File: src/rtl/sdb_pkg.sv
// Shared types for the sampled debouncer.
package sdb_pkg;
    // Bounce watchdog phase: idle, or timing an unsettled stretch.
    typedef enum logic {
        WD_QUIET  = 1'b0,
        WD_TIMING = 1'b1
    } wd_state_e;
endpackage

File: src/rtl/sdb_sync.sv
// Multi-flop synchroniser for one asynchronous line.
// Assumes STAGES >= 2; the reset value of every stage is 0.
module sdb_sync #(
    parameter int STAGES = 2
) (
    input  logic clk,
    input  logic rst_n,
    input  logic d_i,
    output logic q_o
);
    logic [STAGES-1:0] chain_q;

    // Shift the raw line through the synchroniser chain.
    always_ff @(posedge clk) begin
        if (!rst_n) begin
            chain_q <= '0;
        end else begin
            chain_q[0] <= d_i;
            for (int k = 1; k < STAGES; k++) begin
                chain_q[k] <= chain_q[k-1];
            end
        end
    end

    assign q_o = chain_q[STAGES-1];
endmodule

File: src/rtl/sdb_filter.sv
// Stability filter. It tracks the current run of equal samples and
// reports a settled sample once the run reaches FILT_SAMPLES. A settled
// value that differs from the output level is passed on unless the
// fault input is set.
// Assumes FILT_SAMPLES >= 2. samp_i is already synchronised.
module sdb_filter #(
    parameter int FILT_SAMPLES = 3,
    parameter int RC_W         = $clog2(FILT_SAMPLES + 1)
) (
    input  logic clk,
    input  logic rst_n,
    input  logic smp_en,
    input  logic samp_i,
    input  logic fault_i,
    output logic level_o,
    output logic pulse_o,
    output logic settled_o
);
    localparam logic [RC_W-1:0] RUN_FULL = RC_W'(FILT_SAMPLES);
    localparam logic [RC_W-1:0] RUN_ONE  = RC_W'(1);

    logic            prev_q, nxt_prev;
    logic [RC_W-1:0] run_q, nxt_run;
    logic            level_q, pulse_q;

    // Next run state: restart on a new value, otherwise count up to full.
    always_comb begin
        if (samp_i != prev_q) begin
            nxt_prev = samp_i;
            nxt_run  = RUN_ONE;
        end else begin
            nxt_prev = prev_q;
            nxt_run  = (run_q < RUN_FULL) ? run_q + RUN_ONE : run_q;
        end
    end

    // A sample is settled when it completes or extends a full run.
    assign settled_o = smp_en && (nxt_run == RUN_FULL);

    // Run tracking, level update and the change pulse.
    always_ff @(posedge clk) begin
        if (!rst_n) begin
            prev_q  <= 1'b0;
            run_q   <= RUN_FULL;
            level_q <= 1'b0;
            pulse_q <= 1'b0;
        end else begin
            pulse_q <= 1'b0;
            if (smp_en) begin
                prev_q <= nxt_prev;
                run_q  <= nxt_run;
                if ((nxt_run == RUN_FULL) && (nxt_prev != level_q) && !fault_i) begin
                    level_q <= nxt_prev;
                    pulse_q <= 1'b1;
                end
            end
        end
    end

    assign level_o = level_q;
    assign pulse_o = pulse_q;

    // The level moves only on a strobe edge.
    assert_strobe_only_R2: assert property (@(posedge clk) disable iff (!rst_n)
        !smp_en |=> $stable(level_q));

    // A level change and the pulse always come together.
    assert_pulse_on_change_R4: assert property (@(posedge clk) disable iff (!rst_n)
        (level_q != $past(level_q)) |-> pulse_q);
    assert_change_on_pulse_R4: assert property (@(posedge clk) disable iff (!rst_n)
        pulse_q |-> (level_q != $past(level_q)));

    // The level is frozen while the fault is set.
    assert_freeze_R7: assert property (@(posedge clk) disable iff (!rst_n)
        fault_i |=> $stable(level_q));
endmodule

File: src/rtl/sdb_bounce_wd.sv
// Bounce watchdog. It starts timing at the first sample that disagrees
// with the filtered level and stops on a settled sample. When more than
// BOUNCE_MAX unsettled samples are seen, it sets a sticky fault that
// only the clear input (or reset) removes.
// Assumes level_i is the filter's registered level and settled_i is
// valid only in strobe cycles.
module sdb_bounce_wd
    import sdb_pkg::*;
#(
    parameter int BOUNCE_MAX = 5,
    parameter int BT_W       = $clog2(BOUNCE_MAX + 2)
) (
    input  logic clk,
    input  logic rst_n,
    input  logic smp_en,
    input  logic samp_i,
    input  logic level_i,
    input  logic settled_i,
    input  logic clr_i,
    output logic fault_o
);
    localparam logic [BT_W-1:0] LIMIT = BT_W'(BOUNCE_MAX);

    wd_state_e       state_q;
    logic [BT_W-1:0] timer_q;
    logic            fault_q;
    logic            differs;

    // The sampled line disagrees with the filtered level.
    assign differs = samp_i != level_i;

    // Timer phase, saturating count and sticky fault.
    always_ff @(posedge clk) begin
        if (!rst_n) begin
            state_q <= WD_QUIET;
            timer_q <= '0;
            fault_q <= 1'b0;
        end else if (clr_i) begin
            state_q <= WD_QUIET;
            timer_q <= '0;
            fault_q <= 1'b0;
        end else if (smp_en) begin
            if (settled_i) begin
                state_q <= WD_QUIET;
                timer_q <= '0;
            end else if ((state_q == WD_TIMING) || differs) begin
                state_q <= WD_TIMING;
                if (timer_q >= LIMIT) begin
                    fault_q <= 1'b1;
                end
                if (timer_q <= LIMIT) begin
                    timer_q <= timer_q + BT_W'(1);
                end
            end
        end
    end

    assign fault_o = fault_q;

    // The fault only rises once the timer has reached the limit.
    assert_fault_after_limit_R5: assert property (@(posedge clk) disable iff (!rst_n)
        $rose(fault_q) |-> ($past(timer_q) >= LIMIT));

    // A settled sample leaves the timer empty.
    assert_settle_clears_R5: assert property (@(posedge clk) disable iff (!rst_n)
        (smp_en && settled_i) |=> (timer_q == '0));

    // The fault is sticky and yields to the clear.
    assert_sticky_R6: assert property (@(posedge clk) disable iff (!rst_n)
        (fault_q && !clr_i) |=> fault_q);
    assert_clear_wins_R6: assert property (@(posedge clk) disable iff (!rst_n)
        clr_i |=> !fault_q);
endmodule

File: src/rtl/sampled_debouncer.sv
// Top of the sampled debouncer: synchroniser, stability filter and
// bounce watchdog. All timing is counted in strobe samples.
// Assumes smp_en is a one-cycle strobe with a period longer than the
// synchroniser depth, and FILT_SAMPLES >= 2.
module sampled_debouncer #(
    parameter int FILT_SAMPLES = 3,
    parameter int BOUNCE_MAX   = 5,
    parameter int SYNC_STAGES  = 2
) (
    input  logic clk,
    input  logic rst_n,
    input  logic smp_en,
    input  logic raw_in,
    input  logic flt_clr,
    output logic level_o,
    output logic settle_pulse_o,
    output logic bounce_flt_o
);
    localparam int RC_W = $clog2(FILT_SAMPLES + 1);
    localparam int BT_W = $clog2(BOUNCE_MAX + 2);

    logic samp;
    logic settled;
    logic fault;
    logic level;

    sdb_sync #(.STAGES(SYNC_STAGES)) u_sync (
        .clk   (clk),
        .rst_n (rst_n),
        .d_i   (raw_in),
        .q_o   (samp)
    );

    sdb_filter #(.FILT_SAMPLES(FILT_SAMPLES), .RC_W(RC_W)) u_filter (
        .clk       (clk),
        .rst_n     (rst_n),
        .smp_en    (smp_en),
        .samp_i    (samp),
        .fault_i   (fault),
        .level_o   (level),
        .pulse_o   (settle_pulse_o),
        .settled_o (settled)
    );

    sdb_bounce_wd #(.BOUNCE_MAX(BOUNCE_MAX), .BT_W(BT_W)) u_wd (
        .clk       (clk),
        .rst_n     (rst_n),
        .smp_en    (smp_en),
        .samp_i    (samp),
        .level_i   (level),
        .settled_i (settled),
        .clr_i     (flt_clr),
        .fault_o   (fault)
    );

    assign level_o      = level;
    assign bounce_flt_o = fault;
endmodule

File: config.mk
export PLATFORM = sky130hd
export DESIGN_NAME = sampled_debouncer
export DESIGN_NICKNAME = d
export VERILOG_FILES = /design/src/rtl/sdb_pkg.sv /design/src/rtl/sdb_sync.sv /design/src/rtl/sdb_filter.sv /design/src/rtl/sdb_bounce_wd.sv /design/src/rtl/sampled_debouncer.sv
export SDC_FILE = /design/constraint.sdc
export NUM_CORES = 1
export LEC_CHECK = 0
export BUFFER_PORTS_ARGS = -buffer_cell sky130_fd_sc_hd__buf_2
export CAP_MARGIN = 20
export CORE_AREA = 2 2 39 41
export DETAILED_ROUTE_END_ITERATION = 16
export DIE_AREA = 0 0 41 43
export PLACE_DENSITY = 0.65
export SYNTH_ARGS = -nofsm -noshare
export SYNTH_HDL_FRONTEND = slang
export SYNTH_SLANG_ARGS = --single-unit
File: constraint.sdc
create_clock -name clk -period 1.44 [get_ports clk]
set_input_delay 0.144 -clock clk [delete_from_list [all_inputs] [get_ports clk]]
set_output_delay 0.144 -clock clk [all_outputs]
set_load 0.02 [all_outputs]
==> results.md <==
* Number of global-route vias before repair at 385
* Routed via count at 455
* R2R Path Start: u_filter.prev_q$_SDFFE_PN0P_
* Number of synthesized flops with an enable pin at 0
* Master cell of the clock root buffer: sky130_fd_sc_hd__clkbuf_4
* Status: finished clean
* Power Density at 1020 nW/um^2
* Number of endpoints with negative hold slack in the final report at 0
* Global-route wire length before repair at 1650 microns
* Number of warnings reported in the yosys synthesis log at 0
* Maximum achievable frequency at 752 MHz
* Maximum fanout along the worst path at 5
* Overall die area at 1760 sq um
* Critical path data arrival time at 1490 ps
* Final WL at 986 microns
* Initial DRC count at 4
* Final weighted congestion of routability-driven global placement at 0.737
* TritonCTS buffer count at 3
* GRT Overall Usage at 13.9%
* Most common cell in the netlist: sky130_fd_sc_hd__dfxtp_1
* Final TNS setup at 0 ps
* Die Wd at 41 microns
* Final Cycle Share at 92.3%
* Largest net degree at the start of global routing at 14
* Highest-delay cell along the critical path: sky130_fd_sc_hd__dfxtp_1
* Number of H-tree levels at 1
* Clock Pin Slew Worst Setup and Hold Paths at 70 ps
* Final Power at 696 uW
* Transition time at the pin with the least slew margin at 250 ps
* Initial antenna violation count at 0
* Mapped Area at 594 sq um
* Number of primary I/O pins at 8
* Share of the yosys chip area belonging to registers at 40.4%
* Crit path launch: u_filter.prev_q$_SDFFE_PN0P_
* Filler Cell Count at 139
* Final slew viol count at 0
* Post-synth top flop: sky130_fd_sc_hd__dfxtp_1
* Final hold slack at 79.1 ps
* Half-perimeter wire length after placement at 751 microns
* Worst slew margin relative to its limit at 83.2%
* Fraction of final layout cells sized beyond drive strength 1 at 20.3%
* Routed len/inst at 11.0 microns
* Worst Hold Launch: raw_in
* Crit path kind: reg -> reg
* Worst min-delay path class: in -> reg
* Number of resized instances in the post-cts repair step at 0
* Setup repair after global routing missed its margin: false
* Kind of end point of the critical path: flip-flop
* Number of clock sinks at 12
* IO Port Bufs at 7
* #FFs+latches synth at 12
* Proportion of synthesized flip-flops having asynchronous set or reset at 0%
* Via density at 5.06
* Buffer levels on the longest clock path at 2
* Core utilization of the finished layout at 49.4%
* Post-synth top area cell: sky130_fd_sc_hd__dfxtp_1
* Total of max-cap violations at 0
* Placement Rows at 14
* Worst path cell trace: inv_1, ha_1, nand3_1, and2_1, o221a_1
* Clock tree from TritonCTS: done
* Max incr delay on CP at 360 ps
* Top area cells in the synthesized netlist: sky130_fd_sc_hd__dfxtp_1 40%, sky130_fd_sc_hd__ha_1 8.4%, sky130_fd_sc_hd__nand2_1 5.7%
* Proportion of netlist area held by the largest area contributor at 40.4%
* Count of hold-fix buffers inserted at cts at 0
* Antenna Violating Nets Remaining at 0
* Area of the core at 1380 sq um
* Area growth from synthesis to final layout at 14.9%
* Worst path required time at 1600 ps
* Commonest cells in the synthesized netlist: 12 x sky130_fd_sc_hd__dfxtp_1, 9 x sky130_fd_sc_hd__nand2_1, 4 x sky130_fd_sc_hd__ha_1, 4 x sky130_fd_sc_hd__nand3_1, 4 x sky130_fd_sc_hd__o21ai_0
* Number of nets in the synthesized netlist at 73
* Critical Path Start Type: flip-flop
* Postcts setup bufs at 0
* Post-synthesis instance total at 64
* Number of DRC violations after detailed routing at 0
* Effective utilization at floorplan at 42.9%
* Worst supply voltage drop on vdd at 0.580 mV
* GRT Residual Overflow at 0
* TritonRoute pass-1 iters at 4
* Antenna cells at 0
* Min cycle time layout at 1330 ps
* Mean cell area of the mapped netlist at 9.29 sq um
* Die Ht at 43 microns
* Count of cell types in the netlist at 26
* Leak Pwr at 0.000305 uW
* Net count, final at 84
* Final setup violation count at 0
* Worst clock skew at 2.08 ps
* Later-pin clock latency in the skew report at 260 ps
## stage by stage
stage                     setup WS, ps  area (sq um)  instances
after CTS                         98.4           683         90
final                              111           683         90
after floorplan                    224           594         64
after global routing              19.6           683         90
after global placement             164           647         86
after detailed placement           112           647         86
## worst paths after layout
path,end,slack (ps),cells past startpoint
worst max-delay path,u_wd.timer_q[2]$_SDFFE_PP0P_,110,5
worst min-delay path,u_sync.chain_q[0]$_SDFF_PN0_,80,2
worst max register to register,u_wd.timer_q[2]$_SDFFE_PP0P_,110,5
worst min register to register,u_sync.chain_q[1]$_SDFF_PN0_,440,1
## state kept, by name, indices dropped and copies added, names as in the netlist
name / cells
u_filter.level_o: 1
u_wd.fault_o: 1
u_filter.run_q: 2
u_sync.chain_q: 2
u_wd.timer_q: 3
u_filter.pulse_o: 1
u_filter.prev_q: 1
u_wd.state_q: 1
## layout by cell type (no fill, tap or decap), drive strengths merged
master,Yosys,final
dfxtp,12,12
nand2,9,9
buf,1,8
o21ai,5,5
nand3,4,4
ha,4,4
clkbuf,1,4
inv,3,3
and2,3,3
a21oi,3,3
nor2b,2,2
nand3b,2,2
xnor2,2,2
o211a,2,2
xor2,1,1
nor2,1,1
and4b,1,1
and3,1,1
o31ai,1,1
o221a,1,1
nand4b,1,1
o211ai,1,1
mux2i,1,1
nand2b,1,1
o32ai,1,1
## worst max-delay path, delay by kind of cell (launching register included)
kind            cells  cell delay [ps]
simple gates        2              370
flops               1              360
fa+ha+maj           1              340
compound gates      1              100
buf+inv             1               50
## kinds of logic (layout without fill, tap and decap cells)
family	count (synthesis)	after routing	synth area share [%]
AOI/OAI and AO/OA	14	14	18.7
xor gates and xnor gates	3	3	4.42
adders and majority gates	4	4	8.42
buffers and inverters	5	15	3.58
DFF	12	12	40.4
muxes	1	1	1.68
and+or+nand+nor	25	25	22.7
## report_power, final
part           switching, uW  internal [uW]  total (uW)
registers               11.4            343         354
clock network            106            153         260
logic                   45.8           36.4        82.2
## per-layer routing
| metal | GRT usage, % | vias to the layer above | wire (microns) |
|---|---|---|---|
| li1 | - | 245 | - |
| met1 | 18.5 | 200 | 496 |
| met5 | 0 | - | 0 |
| met3 | 4.71 | 2 | 29 |
| met2 | 18.8 | 8 | 446 |
| met4 | 8.00 | 0 | 14 |
## area by class of cell
cell class	count	area, sq um	share of cell area [%]
Sequential cell	12	240	35.2
Clock buffer	4	36.3	5.31
Tap cell	16	20.0	2.93
Inverter	3	11.3	1.65
Timing Repair Buffer	8	42.5	6.23
Multi-Input combinational cell	47	333	48.7
No activity file was read; power rests on OpenSTA's default activity.
